[config.mk]
export PLATFORM = sky130hd
export DESIGN_NAME = sdram_cmd_seq
export DESIGN_NICKNAME = d
export VERILOG_FILES = /design/src/rtl/sdram_seq_pkg.sv /design/src/rtl/sdram_bank_track.sv /design/src/rtl/sdram_ref_timer.sv /design/src/rtl/sdram_done_pipe.sv /design/src/rtl/sdram_cmd_seq.sv
export SDC_FILE = /design/constraint.sdc
export NUM_CORES = 1
export LEC_CHECK = 0
export BUFFER_PORTS_ARGS = -buffer_cell sky130_fd_sc_hd__buf_2
export CORE_MARGIN = 2
export CORE_UTILIZATION = 40
export CTS_CLUSTER_DIAMETER = 50
export DETAILED_ROUTE_END_ITERATION = 8
export PLACE_DENSITY = 0.54
export SLEW_MARGIN = 5
export SYNTH_ARGS = -nofsm -noshare
export SYNTH_HDL_FRONTEND = slang
export SYNTH_HIERARCHICAL = 1
export SYNTH_SLANG_ARGS = --single-unit
[constraint.sdc]
create_clock -name clk_i -period 7.6 [get_ports clk_i]
set_input_delay 1.52 -clock clk_i [delete_from_list [all_inputs] [get_ports clk_i]]
set_output_delay 1.52 -clock clk_i [all_outputs]
set_load 0.05 [all_outputs]
[src/rtl/sdram_seq_pkg.sv]
package sdram_seq_pkg;
  typedef enum logic [2:0] {
    CMD_NOP  = 3'd0,
    CMD_ACT  = 3'd1,
    CMD_RD   = 3'd2,
    CMD_WR   = 3'd3,
    CMD_PRE  = 3'd4,
    CMD_PREA = 3'd5,
    CMD_REF  = 3'd6
  } cmd_e;

  typedef enum logic [1:0] {
    ST_IDLE,
    ST_SERVE,
    ST_RFSH,
    ST_RBUSY
  } seq_st_e;
endpackage

[src/rtl/sdram_bank_track.sv]
module sdram_bank_track #(
  parameter int ROW_W = 13,
  parameter int TW    = 4
) (
  input  logic             clk_i,
  input  logic             rst_ni,
  input  logic             act_i,
  input  logic             pre_i,
  input  logic             rd_i,
  input  logic             wr_i,
  input  logic             autopre_i,
  input  logic [ROW_W-1:0] row_i,
  input  logic [TW-1:0]    t_rcd_i,
  input  logic [TW-1:0]    t_rp_i,
  input  logic [TW-1:0]    t_wr_i,
  output logic             open_o,
  output logic [ROW_W-1:0] row_o,
  output logic             col_ok_o,
  output logic             pre_ok_o,
  output logic             act_ok_o
);
  localparam int CW = TW + 1;

  logic             open_q;
  logic [ROW_W-1:0] row_q;
  logic [CW-1:0]    rcd_q, rp_q, wr_q;

  always_ff @(posedge clk_i or negedge rst_ni) begin
    if (!rst_ni) begin
      open_q <= 1'b0;
      row_q  <= '0;
      rcd_q  <= '0;
      rp_q   <= '0;
      wr_q   <= '0;
    end else begin
      if (rcd_q != '0) rcd_q <= rcd_q - 1'b1;
      if (rp_q  != '0) rp_q  <= rp_q  - 1'b1;
      if (wr_q  != '0) wr_q  <= wr_q  - 1'b1;
      if (act_i) begin
        open_q <= 1'b1;
        row_q  <= row_i;
        rcd_q  <= {1'b0, t_rcd_i};
      end
      if (pre_i) begin
        open_q <= 1'b0;
        rp_q   <= {1'b0, t_rp_i};
      end
      if (rd_i && autopre_i) begin
        open_q <= 1'b0;
        rp_q   <= {1'b0, t_rp_i};
      end
      if (wr_i) begin
        wr_q <= {1'b0, t_wr_i};
        // auto-precharge after write waits out recovery, then the precharge itself
        if (autopre_i) begin
          open_q <= 1'b0;
          rp_q   <= {1'b0, t_wr_i} + {1'b0, t_rp_i};
        end
      end
    end
  end

  assign open_o   = open_q;
  assign row_o    = row_q;
  assign col_ok_o = (rcd_q <= CW'(1));
  assign pre_ok_o = (wr_q  <= CW'(1));
  assign act_ok_o = (rp_q  <= CW'(1));


  act_closed_chk: assert property (@(posedge clk_i) disable iff (!rst_ni)
    act_i |-> (!open_q && rp_q <= CW'(1)));


  col_open_chk: assert property (@(posedge clk_i) disable iff (!rst_ni)
    (rd_i || wr_i) |-> (open_q && rcd_q <= CW'(1)));


  pre_wr_chk: assert property (@(posedge clk_i) disable iff (!rst_ni)
    pre_i |-> (wr_q <= CW'(1)));
endmodule

[src/rtl/sdram_ref_timer.sv]
module sdram_ref_timer #(
  parameter int REF_W = 12
) (
  input  logic             clk_i,
  input  logic             rst_ni,
  input  logic [REF_W-1:0] t_ref_i,
  output logic             due_o
);
  logic [REF_W-1:0] cnt_q;

  assign due_o = ({1'b0, cnt_q} + (REF_W+1)'(1)) >= {1'b0, t_ref_i};

  always_ff @(posedge clk_i or negedge rst_ni) begin
    if (!rst_ni)    cnt_q <= '0;
    else if (due_o) cnt_q <= '0;
    else            cnt_q <= cnt_q + 1'b1;
  end
endmodule

[src/rtl/sdram_done_pipe.sv]
module sdram_done_pipe #(
  parameter int TW = 4
) (
  input  logic          clk_i,
  input  logic          rst_ni,
  input  logic          fire_i,
  input  logic [TW-1:0] t_cl_i,
  output logic          done_o
);
  localparam int DEPTH = 1 << TW;

  logic [DEPTH-1:0] sr_q;

  always_ff @(posedge clk_i or negedge rst_ni) begin
    if (!rst_ni) sr_q <= '0;
    else         sr_q <= {sr_q[DEPTH-2:0], fire_i};
  end

  // bit k holds a column command issued k cycles ago
  assign done_o = sr_q[t_cl_i];


  done_len_chk: assert property (@(posedge clk_i) disable iff (!rst_ni)
    fire_i |=> sr_q[0]);
endmodule

[src/rtl/sdram_cmd_seq.sv]
module sdram_cmd_seq
  import sdram_seq_pkg::*;
#(
  parameter int NUM_BANKS = 4,
  parameter int ROW_W     = 13,
  parameter int COL_W     = 10,
  parameter int TW        = 4,
  parameter int REF_W     = 12,
  localparam int BA_W     = $clog2(NUM_BANKS)
) (
  input  logic             clk_i,
  input  logic             rst_ni,
  input  logic             req_valid_i,
  output logic             req_ready_o,
  input  logic [BA_W-1:0]  req_bank_i,
  input  logic [ROW_W-1:0] req_row_i,
  input  logic [COL_W-1:0] req_col_i,
  input  logic             req_write_i,
  input  logic             req_autopre_i,
  input  logic [TW-1:0]    t_rcd_i,
  input  logic [TW-1:0]    t_rp_i,
  input  logic [TW-1:0]    t_cl_i,
  input  logic [TW-1:0]    t_wr_i,
  input  logic [TW-1:0]    t_wtr_i,
  input  logic [TW-1:0]    t_rfc_i,
  input  logic [REF_W-1:0] t_ref_i,
  output logic [2:0]       cmd_o,
  output logic [BA_W-1:0]  cmd_bank_o,
  output logic [ROW_W-1:0] cmd_row_o,
  output logic [COL_W-1:0] cmd_col_o,
  output logic             cmd_autopre_o,
  output logic             done_o
);
  seq_st_e st_q, st_d;

  logic [BA_W-1:0]  bq;
  logic [ROW_W-1:0] rowq;
  logic [COL_W-1:0] colq;
  logic             wrq, apq;

  logic col_fire, act_fire, pre_fire, prea_fire, ref_fire, accept;
  logic [NUM_BANKS-1:0] bk_open, bk_col_ok, bk_pre_ok, bk_act_ok;
  logic [ROW_W-1:0]     bk_row [NUM_BANKS];
  logic [TW-1:0]        wtr_q, rfc_q;
  logic                 ref_due, ref_pend_q;
  logic                 hit, any_open, all_pre_ok, all_act_ok, wtr_ok, rfc_end;

  cmd_e             cmd_q;
  logic [BA_W-1:0]  cmd_bank_q;
  logic [ROW_W-1:0] cmd_row_q;
  logic [COL_W-1:0] cmd_col_q;
  logic             cmd_ap_q;

  for (genvar g = 0; g < NUM_BANKS; g++) begin : g_bank
    logic sel;
    assign sel = (bq == BA_W'(g));
    sdram_bank_track #(.ROW_W(ROW_W), .TW(TW)) u_bank (
      .clk_i     (clk_i),
      .rst_ni    (rst_ni),
      .act_i     (act_fire && sel),
      .pre_i     ((pre_fire && sel) || prea_fire),
      .rd_i      (col_fire && sel && !wrq),
      .wr_i      (col_fire && sel && wrq),
      .autopre_i (apq),
      .row_i     (rowq),
      .t_rcd_i   (t_rcd_i),
      .t_rp_i    (t_rp_i),
      .t_wr_i    (t_wr_i),
      .open_o    (bk_open[g]),
      .row_o     (bk_row[g]),
      .col_ok_o  (bk_col_ok[g]),
      .pre_ok_o  (bk_pre_ok[g]),
      .act_ok_o  (bk_act_ok[g])
    );
  end

  sdram_ref_timer #(.REF_W(REF_W)) u_ref (
    .clk_i   (clk_i),
    .rst_ni  (rst_ni),
    .t_ref_i (t_ref_i),
    .due_o   (ref_due)
  );

  sdram_done_pipe #(.TW(TW)) u_done (
    .clk_i  (clk_i),
    .rst_ni (rst_ni),
    .fire_i (col_fire),
    .t_cl_i (t_cl_i),
    .done_o (done_o)
  );

  assign hit        = bk_open[bq] && (bk_row[bq] == rowq);
  assign any_open   = |bk_open;
  assign all_pre_ok = &bk_pre_ok;
  assign all_act_ok = &bk_act_ok;
  assign wtr_ok     = (wtr_q <= TW'(1));
  assign rfc_end    = (st_q == ST_RBUSY) && (rfc_q <= TW'(1));

  // command selection, independent of the incoming request
  always_comb begin
    col_fire  = 1'b0;
    act_fire  = 1'b0;
    pre_fire  = 1'b0;
    prea_fire = 1'b0;
    ref_fire  = 1'b0;
    unique case (st_q)
      ST_SERVE: begin
        if (bk_open[bq]) begin
          if (hit) col_fire = bk_col_ok[bq] && (wrq || wtr_ok);
          else     pre_fire = bk_pre_ok[bq];
        end else begin
          act_fire = bk_act_ok[bq];
        end
      end
      ST_RFSH: begin
        if (any_open) prea_fire = all_pre_ok;
        else          ref_fire  = all_act_ok;
      end
      default: ;
    endcase
  end

  assign req_ready_o = !ref_pend_q && ((st_q == ST_IDLE) || col_fire);
  assign accept      = req_valid_i && req_ready_o;

  always_comb begin
    st_d = st_q;
    unique case (st_q)
      ST_IDLE:  if (accept) st_d = ST_SERVE;
                else if (ref_pend_q) st_d = ST_RFSH;
      ST_SERVE: if (col_fire) st_d = accept ? ST_SERVE : ST_IDLE;
      ST_RFSH:  if (ref_fire) st_d = ST_RBUSY;
      ST_RBUSY: if (rfc_end) st_d = ST_IDLE;
      default:  st_d = ST_IDLE;
    endcase
  end

  always_ff @(posedge clk_i or negedge rst_ni) begin
    if (!rst_ni) begin
      st_q       <= ST_IDLE;
      bq         <= '0;
      rowq       <= '0;
      colq       <= '0;
      wrq        <= 1'b0;
      apq        <= 1'b0;
      wtr_q      <= '0;
      rfc_q      <= '0;
      ref_pend_q <= 1'b0;
    end else begin
      st_q <= st_d;
      if (accept) begin
        bq   <= req_bank_i;
        rowq <= req_row_i;
        colq <= req_col_i;
        wrq  <= req_write_i;
        apq  <= req_autopre_i;
      end
      if (wtr_q != '0) wtr_q <= wtr_q - 1'b1;
      if (col_fire && wrq) wtr_q <= t_wtr_i;
      if (rfc_q != '0) rfc_q <= rfc_q - 1'b1;
      if (ref_fire) rfc_q <= t_rfc_i;
      if (rfc_end) ref_pend_q <= 1'b0;
      if (ref_due) ref_pend_q <= 1'b1;
    end
  end

  always_ff @(posedge clk_i or negedge rst_ni) begin
    if (!rst_ni) begin
      cmd_q      <= CMD_NOP;
      cmd_bank_q <= '0;
      cmd_row_q  <= '0;
      cmd_col_q  <= '0;
      cmd_ap_q   <= 1'b0;
    end else begin
      if (col_fire)       cmd_q <= wrq ? CMD_WR : CMD_RD;
      else if (act_fire)  cmd_q <= CMD_ACT;
      else if (pre_fire)  cmd_q <= CMD_PRE;
      else if (prea_fire) cmd_q <= CMD_PREA;
      else if (ref_fire)  cmd_q <= CMD_REF;
      else                cmd_q <= CMD_NOP;
      cmd_bank_q <= bq;
      cmd_row_q  <= rowq;
      cmd_col_q  <= colq;
      cmd_ap_q   <= col_fire && apq;
    end
  end

  assign cmd_o         = cmd_q;
  assign cmd_bank_o    = cmd_bank_q;
  assign cmd_row_o     = cmd_row_q;
  assign cmd_col_o     = cmd_col_q;
  assign cmd_autopre_o = cmd_ap_q;


  one_cmd_chk: assert property (@(posedge clk_i) disable iff (!rst_ni)
    $onehot0({col_fire, act_fire, pre_fire, prea_fire, ref_fire}));


  ref_closed_chk: assert property (@(posedge clk_i) disable iff (!rst_ni)
    ref_fire |-> !any_open);


  ref_ready_chk: assert property (@(posedge clk_i) disable iff (!rst_ni)
    (cmd_o == 3'(CMD_REF)) |-> !req_ready_o);


  wtr_gap_chk: assert property (@(posedge clk_i) disable iff (!rst_ni)
    (cmd_o == 3'(CMD_WR) && t_wtr_i > TW'(1)) |=> (cmd_o != 3'(CMD_RD)));
endmodule

==> results.py <==
metrics = {
    "outcome": {
        "status": "completed",
    },
    "yosys": {
        "syn_avg_cell_area_um2": 11.66,
        "synthesis.nets": 1093,
        "synthCells": 960,
        "synth_commonest_cells": "dfrtp_1 (211), inv_1 (72), mux2_2 (69)",
        "synth_cell_types": 59,
        "yosys-top-cells-area": "dfrtp_1 (47%), ha_1 (7.0%), mux2_2 (6.9%)",
        "synth_edf_count": 0,
        "synth.largest_area_cell": "dfrtp_1",
        "yosysWarningCount": 6,
        "synth-seq-cells": 211,
        "synth_top_area_frac": 0.4716,
        "syn-cell-area_mm2": 0.01120,
        "synth_flop_cell": "dfrtp_1",
        "yosysMostFrequentCell": "dfrtp_1",
        "ys_async_sr_fraction": 1.000,
        "ys_seq_area_frac": 0.4716,
    },
    "sta": {
        "fin_worst_skew_ps": 8.043,
        "rsz0062_at_grt": "false",
        "tns_ps": 0,
        "worst_pin_slew_ps": 1071,
        "slew_headroom": 0.2807,
        "period_share": 0.7478,
        "finalHoldViolCount": 0,
        "setup-violations-final": 0,
        "max_freq_mhz": 175.9,
        "min_period_ps": 5684,
        "finalMaxSlewViolations": 0,
    },
    "critical_path": {
        "slowest_delay_ps": 940,
        "crit_arrival_ps": 4160,
        "crit_required_ps": 6080,
        "crit_fanout": 19,
        "crit_chain": "buf_4, mux2_1, a32oi_1, o2111ai_1, nor3_1, nand3_1, a211oi_1, buf_2",
        "slowest_stage": "dfrtp_1",
        "critical_path_class": "flop to primary output",
        "endpoint_kind": "primary output",
        "cp-start-kind": "flop",
    },
    "global_routing": {
        "grt_pass1_wl_mm": 39.23,
        "grt_max_degree": 76,
        "grt_pass1_vias": 7392,
        "track_usage": 0.1673,
        "grt_util_met3": 0.02738,
        "use_met1": 0.2357,
        "met2_usage": 0.2752,
        "grt-ovfl-total": 0,
        "antenna_found_initial": 0,
        "busiest_layer": "met2",
    },
    "clock_tree": {
        "clock_sinks": 211,
        "cts_buffer_depth": 3,
        "ctsRootBufferMaster": "clkbuf_16",
        "htree_num_levels": 1,
        "postCtsSetupBuffers": 0,
        "hold_buffers": 0,
        "cts_resized": 0,
        "path_clk_slew_ps": 60,
        "insertion_delay_ps": 540,
        "numCtsBuffers": 31,
        "cts_tree": "done",
    },
    "route": {
        "routedWlPerCell_um": 16.03,
        "viasPerCell": 5.101,
        "drc": 0,
        "totalWireLength_mm": 23.71,
        "drt-pass1-iter-count": 4,
        "ant_nets": 0,
        "vias": 7545,
        "first_iter_violations": 416,
    },
    "power_and_ir_drop": {
        "clkPwrFrac": 0.412,
        "pwr-share-comb": 0.196,
        "switchingPower_mw": 1.003,
        "intPower_mw": 2.437,
        "seqPwrFrac": 0.392,
        "switching_share": 0.2915,
        "leakage_nw": 6.500,
        "vdd_ir_drop_max_uv": 154.0,
        "p_per_area_mw_per_mm2": 261.3,
    },
    "layout": {
        "final_area_mm2": 0.01316,
        "fillers": 2561,
        "drive_gt1_frac": 0.2607,
        "final_nets": 1210,
        "n_antenna_cell": 0,
        "area_growth_pct": 17.57,
    },
    "placement": {
        "dp_hpwl_mm": 16.23,
        "gp_congestion": 0.7811,
        "portBuffers": 96,
        "place_area_mm2": 0.01212,
    },
    "floorplan": {
        "die_area_mm2": 0.02934,
        "core_mm2": 0.02771,
        "io_pins": 97,
        "std_cell_rows": 61,
        "dieHeight_um": 171.3,
        "fp.dieW_um": 171.3,
        "start_util": 0.4041,
    },
    "min_path": {
        "min-delay-path-class": "flop to flop",
    },
    "job": {
        "maxCapViolCount": 0,
    },
}
-- power groups by stage --
stage	clock network (mW)	registers (mW)	logic, mW
after floorplan	0	1.34	0.522
after global placement	0	1.37	0.674
final	1.42	1.35	0.675
after detailed placement	0	1.37	0.678
after CTS	1.46	1.35	0.683
after global routing	1.51	1.36	0.770
-- sequential cells by signal, indices dropped and copies added (netlist names) --
name                  flops
g_bank.u_bank/row_o      52
g_bank.u_bank/rcd_q      20
g_bank.u_bank/rp_q       20
g_bank.u_bank/wr_q       20
u_done/sr_q              16
cmd_row_o                13
rowq                     13
u_ref/cnt_q              12
cmd_col_o                10
colq                     10
g_bank.u_bank/open_o      4
rfc_q                     4
wtr_q                     4
cmd_o                     3
bq                        2
cmd_bank_o                2
st_q                      2
apq                       1
cmd_autopre_o             1
ref_pend_q                1
wrq                       1
-- critical path, delay by kind of cell (launching register included) --
kind / cells / cell delay, ps
AO/OA/AOI/OAI: 3 / 680
buffers and inverters: 2 / 680
flip-flops: 1 / 940
multiplexers: 1 / 350
AND/OR/NAND/NOR: 2 / 950
-- worst paths after layout --
path	start	to	slack, ps	cells after the start
min in group asynchronous	rst_ni	cmd_row_o[2]	950	1
setup reg to reg	bq[1]	g_bank[0].u_bank/rp_q[1]	2540	10
setup / recovery	bq[1]	req_ready_o	1920	8
hold / removal	u_done/sr_q[2]	u_done/sr_q[3]	370	0
max in group asynchronous	rst_ni	cmd_o[0]	5270	2
hold reg to reg	u_done/sr_q[2]	u_done/sr_q[3]	370	0
-- cell usage in the layout (no fill, tap or decap), types with 16 or more instances in the layout --
master and instances:
xnor2_1 36, mux2i_1 17, a21oi_1 47, clkbuf_16 31
nand2_1 59, a21o_1 16, nor3_1 31, buf_2 95
nand3_1 22, mux2_4 20, inv_1 72, ha_1 63
mux2_2 69, o21ai_0 46, dfrtp_1 211, xor2_1 29
nor2_1 43
-- metrics by stage --
stage                     hold slack [ps]  setup WS [ps]  power, mW  std cells    util
final                               367.2           1917      3.440       1479  0.4751
after global routing                372.3           1619      3.646       1479  0.4751
after CTS                           369.1           1881      3.490       1479  0.4751
after detailed placement            354.1           2463      2.044       1422  0.4373
after global placement              352.2           2527      2.040       1422  0.4373
after floorplan                     345.9           2917      1.865        960       -
-- metal layers --
layer  vias to the layer above  wire [um]
li1                       3673          -
met2                       123      10970
met5                         -          0
met3                        26        995
met4                         0        335
met1                      3723      11410
-- kinds of logic (layout without fill, tap and decap cells) --
kind of cell,count (synthesis),count (layout),synth area share
AO/OA/AOI/OAI,166,166,0.09578
buffers and inverters,94,235,0.03576
flip-flops,211,211,0.4716
adder cells (fa/ha/maj),67,67,0.07756
XOR/XNOR,65,65,0.05085
multiplexers,124,124,0.1480
AND/OR/NAND/NOR,233,233,0.1205
-- layout make-up --
type,instances,area (um^2),share of cell area
Clock buffer,39,855.8,0.06502
Clock inverter,18,190.2,0.01445
Inverter,72,270.3,0.02053
Multi-Input combinational cell,655,5528,0.4200
Sequential cell,211,5280,0.4011
Tap cell,378,473.0,0.03593
Timing Repair Buffer,106,565.5,0.04297
(Power assumes the default switching activity.)
